--- config.mk ---
export PLATFORM = sky130hd
export DESIGN_NAME = lockstep_adc_capture
export DESIGN_NICKNAME = d
export VERILOG_FILES = /design/src/rtl/lac_pkg.sv /design/src/rtl/lac_sclk_gen.sv /design/src/rtl/lac_sync_bank.sv /design/src/rtl/lac_shift_bank.sv /design/src/rtl/lac_sequencer.sv /design/src/rtl/lockstep_adc_capture.sv
export SDC_FILE = /design/constraint.sdc
export NUM_CORES = 1
export LEC_CHECK = 0
export BUFFER_PORTS_ARGS = -buffer_cell sky130_fd_sc_hd__buf_2
export CAP_MARGIN = 5
export CELL_PAD_IN_SITES_DETAIL_PLACEMENT = 0
export CELL_PAD_IN_SITES_GLOBAL_PLACEMENT = 2
export CORE_MARGIN = 2
export CORE_UTILIZATION = 35
export DETAILED_ROUTE_END_ITERATION = 6
export PLACE_DENSITY = 0.88
export SLEW_MARGIN = 0
export SYNTH_ARGS = -nofsm -noshare
export SYNTH_HDL_FRONTEND = slang
export SYNTH_SLANG_ARGS = --single-unit
--- constraint.sdc ---
create_clock -name clk -period 3.3 [get_ports clk]
set_clock_uncertainty 0.15 [all_clocks]
set_input_delay 0.66 -clock clk [delete_from_list [all_inputs] [get_ports clk]]
set_output_delay 0.66 -clock clk [all_outputs]
set_load 0.01 [all_outputs]
--- src/rtl/lac_pkg.sv ---
`timescale 1ns/1ps
package lac_pkg;

  typedef enum logic [2:0] {
    SEQ_CS_IDLE,
    SEQ_PRE,
    SEQ_ARM,
    SEQ_CONV,
    SEQ_DATA
  } seq_state_e;

  typedef enum logic [1:0] {
    PH_OFF,
    PH_HI,
    PH_LO
  } sclk_phase_e;

  function automatic int max3(input int a, input int b, input int c);
    int m;
    m = (a > b) ? a : b;
    return (m > c) ? m : c;
  endfunction

endpackage

--- src/rtl/lac_sclk_gen.sv ---
`timescale 1ns/1ps
module lac_sclk_gen
  import lac_pkg::*;
#(
  parameter int HALF = 4
) (
  input  logic clk,
  input  logic rst,
  input  logic go,
  output logic sclk,
  output logic rise,
  output logic ready
);

  localparam int CW = (HALF > 1) ? $clog2(HALF) : 1;

  sclk_phase_e    phase;
  logic [CW-1:0]  cnt;
  logic           last;

  assign last  = (cnt == CW'(HALF - 1));
  assign ready = (phase == PH_OFF) || ((phase == PH_LO) && last);

  always_ff @(posedge clk) begin
    if (rst) begin
      phase <= PH_OFF;
      cnt   <= '0;
      sclk  <= 1'b0;
      rise  <= 1'b0;
    end else begin
      rise <= 1'b0;
      unique case (phase)
        PH_OFF: begin
          if (go) begin
            phase <= PH_HI;
            cnt   <= '0;
            sclk  <= 1'b1;
            rise  <= 1'b1;
          end
        end
        PH_HI: begin
          if (last) begin
            phase <= PH_LO;
            cnt   <= '0;
            sclk  <= 1'b0;
          end else begin
            cnt <= cnt + 1'b1;
          end
        end
        PH_LO: begin
          if (last) begin
            cnt <= '0;
            if (go) begin
              phase <= PH_HI;
              sclk  <= 1'b1;
              rise  <= 1'b1;
            end else begin
              phase <= PH_OFF;
            end
          end else begin
            cnt <= cnt + 1'b1;
          end
        end
        default: begin
          phase <= PH_OFF;
          cnt   <= '0;
          sclk  <= 1'b0;
        end
      endcase
    end
  end


  go_ready_chk: assert property (@(posedge clk) disable iff (rst)
    go |-> ready);


  rise_edge_chk: assert property (@(posedge clk) disable iff (rst)
    rise |-> (sclk && !$past(sclk)));


  hi_width_chk: assert property (@(posedge clk) disable iff (rst)
    $fell(sclk) |-> ($past(phase) == PH_HI));

endmodule

--- src/rtl/lac_sync_bank.sv ---
`timescale 1ns/1ps
module lac_sync_bank #(
  parameter int WIDTH = 8
) (
  input  logic             clk,
  input  logic             rst,
  input  logic [WIDTH-1:0] din,
  output logic [WIDTH-1:0] dout
);

  for (genvar g = 0; g < WIDTH; g++) begin : g_line
    logic meta_q;
    logic stable_q;
    always_ff @(posedge clk) begin
      if (rst) begin
        meta_q   <= 1'b0;
        stable_q <= 1'b0;
      end else begin
        meta_q   <= din[g];
        stable_q <= meta_q;
      end
    end
    assign dout[g] = stable_q;
  end

endmodule

--- src/rtl/lac_shift_bank.sv ---
`timescale 1ns/1ps
module lac_shift_bank #(
  parameter int NUM_CH   = 8,
  parameter int SAMPLE_W = 24
) (
  input  logic                         clk,
  input  logic                         rst,
  input  logic                         shift_en,
  input  logic [NUM_CH-1:0]            bits,
  output logic [NUM_CH*SAMPLE_W-1:0]   words,
  output logic                         word_valid
);

  localparam int BCW = $clog2(SAMPLE_W + 1);

  logic [BCW-1:0] bit_cnt;
  logic           last_bit;

  assign last_bit = (bit_cnt == BCW'(SAMPLE_W - 1));

  for (genvar c = 0; c < NUM_CH; c++) begin : g_chan
    logic [SAMPLE_W-1:0] word_q;
    always_ff @(posedge clk) begin
      if (rst) begin
        word_q <= '0;
      end else if (shift_en) begin
        word_q <= {word_q[SAMPLE_W-2:0], bits[c]};
      end
    end
    assign words[c*SAMPLE_W +: SAMPLE_W] = word_q;
  end

  always_ff @(posedge clk) begin
    if (rst) begin
      bit_cnt    <= '0;
      word_valid <= 1'b0;
    end else begin
      word_valid <= shift_en && last_bit;
      if (shift_en) begin
        bit_cnt <= last_bit ? '0 : bit_cnt + 1'b1;
      end
    end
  end


  valid_after_shift_chk: assert property (@(posedge clk) disable iff (rst)
    word_valid |-> $past(shift_en));


  words_hold_chk: assert property (@(posedge clk) disable iff (rst)
    !$past(shift_en) |-> $stable(words));

endmodule

--- src/rtl/lac_sequencer.sv ---
`timescale 1ns/1ps
module lac_sequencer
  import lac_pkg::*;
#(
  parameter int PRE_CLKS    = 4,
  parameter int SAMPLE_W    = 24,
  parameter int CS_IDLE_MIN = 4
) (
  input  logic clk,
  input  logic rst,
  input  logic strobe,
  input  logic gen_ready,
  input  logic gen_rise,
  output logic go,
  output logic cs_n,
  output logic take_bit,
  output logic overrun
);

  localparam int MAXC = max3(PRE_CLKS, SAMPLE_W, CS_IDLE_MIN);
  localparam int CW   = $clog2(MAXC + 1) + 1;

  seq_state_e     state;
  logic [CW-1:0]  cnt;
  logic           strobe_q;
  logic           strobe_edge;

  assign strobe_edge = strobe && !strobe_q;
  assign take_bit    = gen_rise && (state == SEQ_DATA);

  always_comb begin
    go = 1'b0;
    unique case (state)
      SEQ_PRE:  go = gen_ready && (cnt < CW'(PRE_CLKS));
      SEQ_ARM:  go = strobe_edge;
      SEQ_CONV: go = gen_ready;
      SEQ_DATA: go = gen_ready && (cnt < CW'(SAMPLE_W));
      default:  go = 1'b0;
    endcase
  end

  always_ff @(posedge clk) begin
    if (rst) begin
      state    <= SEQ_CS_IDLE;
      cnt      <= '0;
      cs_n     <= 1'b1;
      strobe_q <= 1'b0;
      overrun  <= 1'b0;
    end else begin
      strobe_q <= strobe;
      if (strobe_edge && (state != SEQ_ARM)) begin
        overrun <= 1'b1;
      end
      unique case (state)
        SEQ_CS_IDLE: begin
          if (cnt >= CW'(CS_IDLE_MIN - 1)) begin
            state <= SEQ_PRE;
            cnt   <= '0;
            cs_n  <= 1'b0;
          end else begin
            cnt <= cnt + 1'b1;
          end
        end
        SEQ_PRE: begin
          if (go) begin
            cnt <= cnt + 1'b1;
          end else if (gen_ready) begin
            state <= SEQ_ARM;
            cnt   <= '0;
          end
        end
        SEQ_ARM: begin
          if (strobe_edge) begin
            state <= SEQ_CONV;
          end
        end
        SEQ_CONV: begin
          if (gen_ready) begin
            state <= SEQ_DATA;
            cnt   <= CW'(1);
          end
        end
        SEQ_DATA: begin
          if (go) begin
            cnt <= cnt + 1'b1;
          end else if (gen_ready) begin
            state <= SEQ_CS_IDLE;
            cnt   <= '0;
            cs_n  <= 1'b1;
          end
        end
        default: begin
          state <= SEQ_CS_IDLE;
          cnt   <= '0;
          cs_n  <= 1'b1;
        end
      endcase
    end
  end


  arm_fire_chk: assert property (@(posedge clk) disable iff (rst)
    (state == SEQ_ARM && strobe_edge) |=> gen_rise);


  arm_hold_chk: assert property (@(posedge clk) disable iff (rst)
    (state == SEQ_ARM && !strobe_edge) |=> !gen_rise);


  overrun_sticky_chk: assert property (@(posedge clk) disable iff (rst)
    overrun |=> overrun);


  take_in_data_chk: assert property (@(posedge clk) disable iff (rst)
    take_bit |-> !cs_n);

endmodule

--- src/rtl/lockstep_adc_capture.sv ---
`timescale 1ns/1ps
module lockstep_adc_capture #(
  parameter int NUM_CH      = 8,
  parameter int SAMPLE_W    = 24,
  parameter int SCLK_HALF   = 4,
  parameter int PRE_CLKS    = 4,
  parameter int CS_IDLE_MIN = 4
) (
  input  logic                       clk,
  input  logic                       rst,
  input  logic                       sample_strobe,
  input  logic [NUM_CH-1:0]          adc_sdata,
  output logic                       adc_sclk,
  output logic                       adc_cs_n,
  output logic [NUM_CH*SAMPLE_W-1:0] samples_out,
  output logic                       samples_valid,
  output logic                       overrun
);

  localparam int HCW = $clog2(CS_IDLE_MIN + 1) + 1;

  logic              gen_go;
  logic              gen_rise;
  logic              gen_ready;
  logic              take_bit;
  logic              take_d1;
  logic [NUM_CH-1:0] data_sync;

  lac_sclk_gen #(.HALF(SCLK_HALF)) u_clkgen (
    .clk   (clk),
    .rst   (rst),
    .go    (gen_go),
    .sclk  (adc_sclk),
    .rise  (gen_rise),
    .ready (gen_ready)
  );

  lac_sequencer #(
    .PRE_CLKS    (PRE_CLKS),
    .SAMPLE_W    (SAMPLE_W),
    .CS_IDLE_MIN (CS_IDLE_MIN)
  ) u_seq (
    .clk       (clk),
    .rst       (rst),
    .strobe    (sample_strobe),
    .gen_ready (gen_ready),
    .gen_rise  (gen_rise),
    .go        (gen_go),
    .cs_n      (adc_cs_n),
    .take_bit  (take_bit),
    .overrun   (overrun)
  );

  lac_sync_bank #(.WIDTH(NUM_CH)) u_sync (
    .clk  (clk),
    .rst  (rst),
    .din  (adc_sdata),
    .dout (data_sync)
  );

  // the synchroniser adds two stages; the take tag waits one more so the
  // shift uses the value the pins held at the rising serial edge
  always_ff @(posedge clk) begin
    if (rst) take_d1 <= 1'b0;
    else     take_d1 <= take_bit;
  end

  lac_shift_bank #(.NUM_CH(NUM_CH), .SAMPLE_W(SAMPLE_W)) u_bank (
    .clk        (clk),
    .rst        (rst),
    .shift_en   (take_d1),
    .bits       (data_sync),
    .words      (samples_out),
    .word_valid (samples_valid)
  );

  // checker state: cycles spent with chip-select high
  logic [HCW-1:0] cs_hi_cnt;
  always_ff @(posedge clk) begin
    if (rst) begin
      cs_hi_cnt <= '0;
    end else if (!adc_cs_n) begin
      cs_hi_cnt <= '0;
    end else if (cs_hi_cnt < HCW'(CS_IDLE_MIN)) begin
      cs_hi_cnt <= cs_hi_cnt + 1'b1;
    end
  end


  cs_idle_min_chk: assert property (@(posedge clk) disable iff (rst)
    $fell(adc_cs_n) |-> (cs_hi_cnt >= HCW'(CS_IDLE_MIN)));


  cs_sclk_chk: assert property (@(posedge clk) disable iff (rst)
    adc_cs_n |-> !adc_sclk);


  valid_pulse_chk: assert property (@(posedge clk) disable iff (rst)
    samples_valid |=> !samples_valid);


  reset_state_chk: assert property (@(posedge clk)
    $past(rst) |-> (adc_cs_n && !adc_sclk && !samples_valid && !overrun));

endmodule

======== Word-level counts from Yosys, hierarchy flattened ========
Cells that the tools add are included.
word-level totals
  register bits after elaboration ......... 233
  input bits .............................. 11
  output and inout port bits .............. 196
  word-level logic and storage cells ...... 117
operators by class
  add/sub/neg operators ................... 3
  magnitude comparators ................... 3
  equality and inequality tests ........... 20
  muxes and demuxes ....................... 34
  bitwise logic cells ..................... 2
  reductions and logical operators ........ 19
operators with widths
  operator                                                                number
  6-bit two-way mux                                                       4
  6-bit case mux with 4 select lines                                      1
  3-bit two-way mux                                                       7
  3-bit case mux with 5 select lines                                      1
  2-bit by 1-bit != test with 1-bit output (second input constant)        7
  2-bit two-way mux                                                       5
  1-bit two-way mux                                                       9
  1-bit logical AND                                                       7
  7-bit AND reduction                                                     1
  6-bit by 1-bit adder with 6-bit output (second input constant)          1
  3-bit by 2-bit == test with 1-bit output (second input constant)        2
  6-bit by 2-bit >= comparator with 1-bit output (second input constant)  1
  6-bit by 3-bit < comparator with 1-bit output (second input constant)   1
  6-bit by 5-bit < comparator with 1-bit output (second input constant)   1
  2-bit != test (second input constant)                                   3
  1-bit case mux with 3 select lines                                      2
  2-bit case mux with 3 select lines                                      1
  3-bit AND reduction                                                     2
  5-bit by 1-bit adder with 5-bit output (second input constant)          1
  5-bit == test (second input constant)                                   1
  5-bit two-way mux                                                       1
  2-bit == test (second input constant)                                   2
  1-bit case mux with 4 select lines                                      1
  2-bit case mux with 2 select lines                                      1
  16 further kinds                                                        18

======== Longest topological paths before layout ========
  word-level depth ........................ 8
  gate-level depth with buffers ........... 7

======== Cells and area by module ========
Synthesis repeated with hierarchy kept, for this count alone.
second synthesis, totals
  cells, all modules ...................... 817
  area, all modules ....................... 8,710.9 um2
by module, submodules not included
  module                times used  cells each  area each (um2)
  lac_shift_bank        1           643         7,035.5
  lac_sequencer         1           93          765.7
  lac_sync_bank         1           41          524.3
  lac_sclk_gen          1           38          351.6
  lockstep_adc_capture  1           2           33.8

======== Worst setup path after synthesis ========
OpenSTA, ideal clock, no wires.
  path type ............................... register to register
  from .................................... register u_clkgen.phase[0]
  to ...................................... register u_seq.state[0]
  arrival time ............................ 1.613 ns
  data required time ...................... 3.027 ns
  slack ................................... 1.413 ns
  stages on the path, launching flop included .. 7
  path through ............................ dfxtp_1 inv_1 ha_1 a21oi_1 o31a_4 o211ai_2 mux2_1
on the way
  longest elaborated chain between the ends .. 7
  elaborated cells between the ends (all ways) .. 13
  those cells by class .................... eq/ne (6); mux (1); reduce/logical (6)
RTL lines
  item                                         line                                      RTL
  from (decl)                                  lac_sclk_gen.sv:17                        sclk_phase_e phase;
  from (signal assigned)                       lac_sclk_gen.sv:26                        phase <= PH_OFF;
  from (signal assigned)                       lac_sclk_gen.sv:35                        phase <= PH_HI;
  from (signal assigned)                       lac_sclk_gen.sv:43                        phase <= PH_LO;
  2-bit == test                                lac_sclk_gen.sv:22                        assign ready = (phase == PH_OFF) || ((phase == PH_LO) && last);
  1-bit logical AND                            lac_sclk_gen.sv:22
  1-bit logical OR *                           lac_sclk_gen.sv:22
  1-bit logical AND, on equally long branches  lac_sequencer.sv:37, lac_sequencer.sv:34
  1-bit case mux with 4 select lines           lac_sequencer.sv:33                       unique case (state)
  2-bit != test (no line)                      -
  7-bit AND reduction (no line) *              -
  to (signal assigned)                         lac_sequencer.sv:44                       state <= SEQ_CS_IDLE;
  to (signal assigned)                         lac_sequencer.sv:57                       state <= SEQ_PRE;
  to (signal assigned)                         lac_sequencer.sv:68                       state <= SEQ_ARM;
  to (decl)                                    lac_sequencer.sv:23                       seq_state_e state;
Mark *: on every way between the ends. The rest lies on a longest branch, timed or not.
A chain may end at the register's enable or synchronous reset.

======== Worst setup path in the final report ========
  from .................................... register u_seq.state[2]
  to ...................................... register u_seq.state[0]
on the way
  longest elaborated chain between the ends .. 4
  elaborated cells between the ends (all ways) .. 15
  those cells by class .................... eq/ne (11); mux (2); reduce/logical (2)
RTL lines
  item                                         line
  3-bit == test, or another cell as far along  lac_sequencer.sv:33, lac_sequencer.sv:54
  1-bit case mux with 4 select lines           lac_sequencer.sv:33
  2-bit != test (no line)                      -
  7-bit AND reduction (no line)                -
Parallel ways exist; a longest one is shown, timed or not.

==> metrics.txt <==
Port-buffer cells=206; Mapped Nets=just over 800; max-cap violations=0; Fmax=approximately 0.47 GHz; Worst R2R Path Depth=5; Final GP Congestion=around 0.74; Worst Hold Path EP=u_sync.g_line[4].meta_q$_SDFF_PP0_; mux contribution to synthesized area=0.2329; actual slew at the worst max-slew pin=between 0.8 and 0.9 ns; clock root buffer=clkbuf_16; Syn Area/Cell=between 10 and 15 um2; Crit path arrival time=about 2.4 ns; cts repair resizes=0; setup TNS=0 ns; fraction of layout cells with a size suffix above 1=0.2702; critical-path maximum fanout=12; Tmin final=about 2.1 ns; global-route wire length before repair=29,950 um; fraction of registers with async set/reset=0; CP max stage delay=0.58 ns; Post CTS Setup Buffer Count=0; first-pass detailed-route iteration total=4; XOR/XNOR share of the synthesized area=0.005196; total CTS buffers=25; TritonCTS Sinks=around 230; H-tree Lvls=1; largest family of logic cells by synthesized area=multiplexers; CTS clk-pin slew, worst paths=0.06 ns; Core Region=around 0.024 mm2; prevailing post-synth register cell=dfxtp_1; Crit. End Element=register; Post-Synth Simple-Gate Area=0.1355; Post-route DRC=0; Crit Path Class=reg -> reg; worst hold start=adc_sdata[4]; worst hold stages=2; diode count=0; DR iter-0 viols=~350; via count of the routed design=about 6,000; post-DP HPWL=~12,000 um; Req. time, crit path=between 3 and 4 ns; worst vdd ir=around 0.27 mV; PD cells=slightly below 600 mW/mm2; Routed WL per cell=~14 um; Nets=1,005; Setup crit start kind=register; vias per inst=between 4 and 5; Routed Wire Length=about 18,000 um; synth-to-layout area growth=26.20%; initial antenna violation count=0; clk_lat worst skew=between 0.5 and 0.6 ns; post-synthesis cell type count=48; CTS tree=built; crit-path leading delay family=flip-flops; run status=complete, no violations; Slew HR=0.4450; final hold violations=0; Post-synth EDFFs=0; Yosys warning total=0; Die Span X=around 160 um; post-synthesis compound-gate area fraction=0.03266; Slew Limit Fails=0; RR Startpoint=u_seq.state[2]$_SDFFE_PP0P_; Seq/Total Area, Yosys=0.5534; GRT Overall Usage=0.1384; total leakage power=around 4.4 nW; I/O pins=between 200 and 250; Hold WC Path Type=in -> reg; RSZ-0062 raised after global routing=false; Setup-failing EPs final=0; die area=roughly 0.025 mm2; Initial Util=0.3580; CP bufs+invs=0; crit-path cells=nor3b_2 > a22oi_2 > o31a_4 > o211ai_2 > mux2_1; Routed Antenna Nets=0; Mapped Area=about 0.0084 mm2; Die Span Y=159.2 um; Yosys reg bits=roughly 230; Mapped Cells=about 800; row cnt=between 50 and 60; FF-to-FF End=u_seq.state[0]$_SDFFE_PP0P_; reg2reg setup slack=roughly 1.2 ns; clk buf depth=3; crit path max-delay cell type=dfxtp_1; fin crit share=0.6424; largest net degree at the start of global routing=around 110; vias in the first global route=5,602; remaining global-route overflow=0; Final Power=6.196 mW; number of hold-repair buffers added at the cts stage=0; Synth Area in Adders=0.01188
[cell type report]
class / count / area, um2
Clock buffer: 32 / 711.9
Clock inverter: 12 / 171.4
Fill cell: 2272 / 12910
Inverter: 5 / 18.77
Multi-Input combinational cell: 506 / 3525
Sequential cell: 233 / 4668
Tap cell: 319 / 399.1
Timing Repair Buffer: 215 / 1142
[how the worst max path moves through the flow]
stage,slack [ns],endpoint,from,cells past startpoint
after floorplan,1.41,u_seq.state[0]$_SDFFE_PP0P_,u_clkgen.phase[0]$_SDFFE_PP0P_,6
after global placement,1.18,u_bank.g_chan[6].word_q[8]$_SDFFE_PP0P_,rst,3
after detailed placement,1.14,u_bank.g_chan[5].word_q[7]$_SDFFE_PP0P_,rst,3
final,1.18,u_seq.state[0]$_SDFFE_PP0P_,u_seq.state[2]$_SDFFE_PP0P_,5
after global routing,0.99,u_seq.cnt[1]$_SDFFE_PP0P_,u_clkgen.phase[0]$_SDFFE_PP0P_,7
after CTS,1.18,u_seq.state[0]$_SDFFE_PP0P_,u_clkgen.phase[0]$_SDFFE_PP0P_,6
[cell usage after synthesis, types with 2 or more instances]
cell type,count,area [um2]
or2_2,2,12.51
xor2_1,4,35.03
buf_2,23,115.1
a22oi_2,2,25.02
nand3_1,7,35.03
nor2_1,207,777.0
clkbuf_1,27,101.4
nand4_1,2,12.51
nor3b_1,3,22.52
nand2_1,5,18.77
mux2i_1,195,1952
inv_1,5,18.77
ha_1,8,100.1
dfxtp_1,233,4664
nor3_1,5,25.02
nor3b_2,2,25.02
a21o_1,4,30.03
nor2b_1,21,131.4
nand2b_1,3,18.77
a21oi_1,9,45.04
[metrics by stage]
stage                     setup WS [ns]  hold WS [ns]  area [um2]  cells  utilization
final                             1.180        0.2102       10640   1322       0.4518
after global routing             0.9883        0.1891       10640   1322       0.4518
after global placement            1.183        0.2671        9753   1278       0.4143
after detailed placement          1.139        0.2734        9753   1278       0.4143
after floorplan                   1.413        0.2638        8428    795            -
after CTS                         1.179        0.1810       10640   1322       0.4518
[registers in the layout, summed over array words and instances (netlist names)]
register and flops:
u_seq.cnt 6, u_clkgen.phase 2, u_sync.g_line.stable_q 8, u_bank.word_valid 1
u_bank.bit_cnt 5, u_seq.overrun 1, take_d1 1, u_clkgen.sclk 1
u_clkgen.cnt 2, u_seq.strobe_q 1, u_seq.cs_n 1, u_seq.state 3
u_sync.g_line.meta_q 8, u_bank.g_chan.word_q 192, u_clkgen.rise 1
[worst reg2reg max path, stage by stage, from the launching register on]
cell and delay, ns:
dfxtp_1 0.58, nor3b_2 0.41, a22oi_2 0.15, o31a_4 0.33
o211ai_2 0.07, mux2_1 0.32
[layout by cell type, fill, tap and decap left out, types with 2 or more instances in the layout]
| cell | count |
|---|---|
| or2_2 | 2 |
| nand3_1 | 7 |
| nor3_1 | 5 |
| xor2_1 | 4 |
| ha_1 | 8 |
| nor3b_1 | 3 |
| nor2_1 | 207 |
| a22oi_2 | 2 |
| a21o_1 | 4 |
| a21oi_1 | 9 |
| nand2_1 | 5 |
| buf_2 | 205 |
| nor2b_1 | 21 |
| clkbuf_16 | 25 |
| buf_4 | 6 |
| clkinv_2 | 4 |
| dfxtp_1 | 232 |
| mux2i_1 | 195 |
| nand2b_1 | 3 |
| clkbuf_8 | 6 |
| clkinvlp_4 | 3 |
| buf_12 | 3 |
| inv_1 | 5 |
| nand4_1 | 2 |
| nor3b_2 | 2 |
| bufinv_16 | 4 |
[power by group]
| part | switching [mW] | leakage (nW) | internal, mW |
|---|---|---|---|
| logic | 0.204 | 2.09 | 0.148 |
| registers | 0.0416 | 1.88 | 2.86 |
| clock network | 1.11 | 0.430 | 1.83 |
[kinds of logic (layout without fill, tap and decap cells)]
group	count (synthesis)	after routing
simple gates	264	264
flops	233	233
mux	196	196
buf+inv	56	264
compound gates	33	33
fa+ha+maj	8	8
xor+xnor	5	5
[routing by layer]
layer,GRT usage,wire length (um),vias up,share of wire
li1,-,-,3056,-
met1,0.1910,8644,2761,0.48
met2,0.2125,7810,150,0.43
met3,0.03881,1118,27,0.062
met4,0.03843,399,0,0.022
met5,0,0,-,0
No activity file was read; power rests on OpenSTA's default activity.
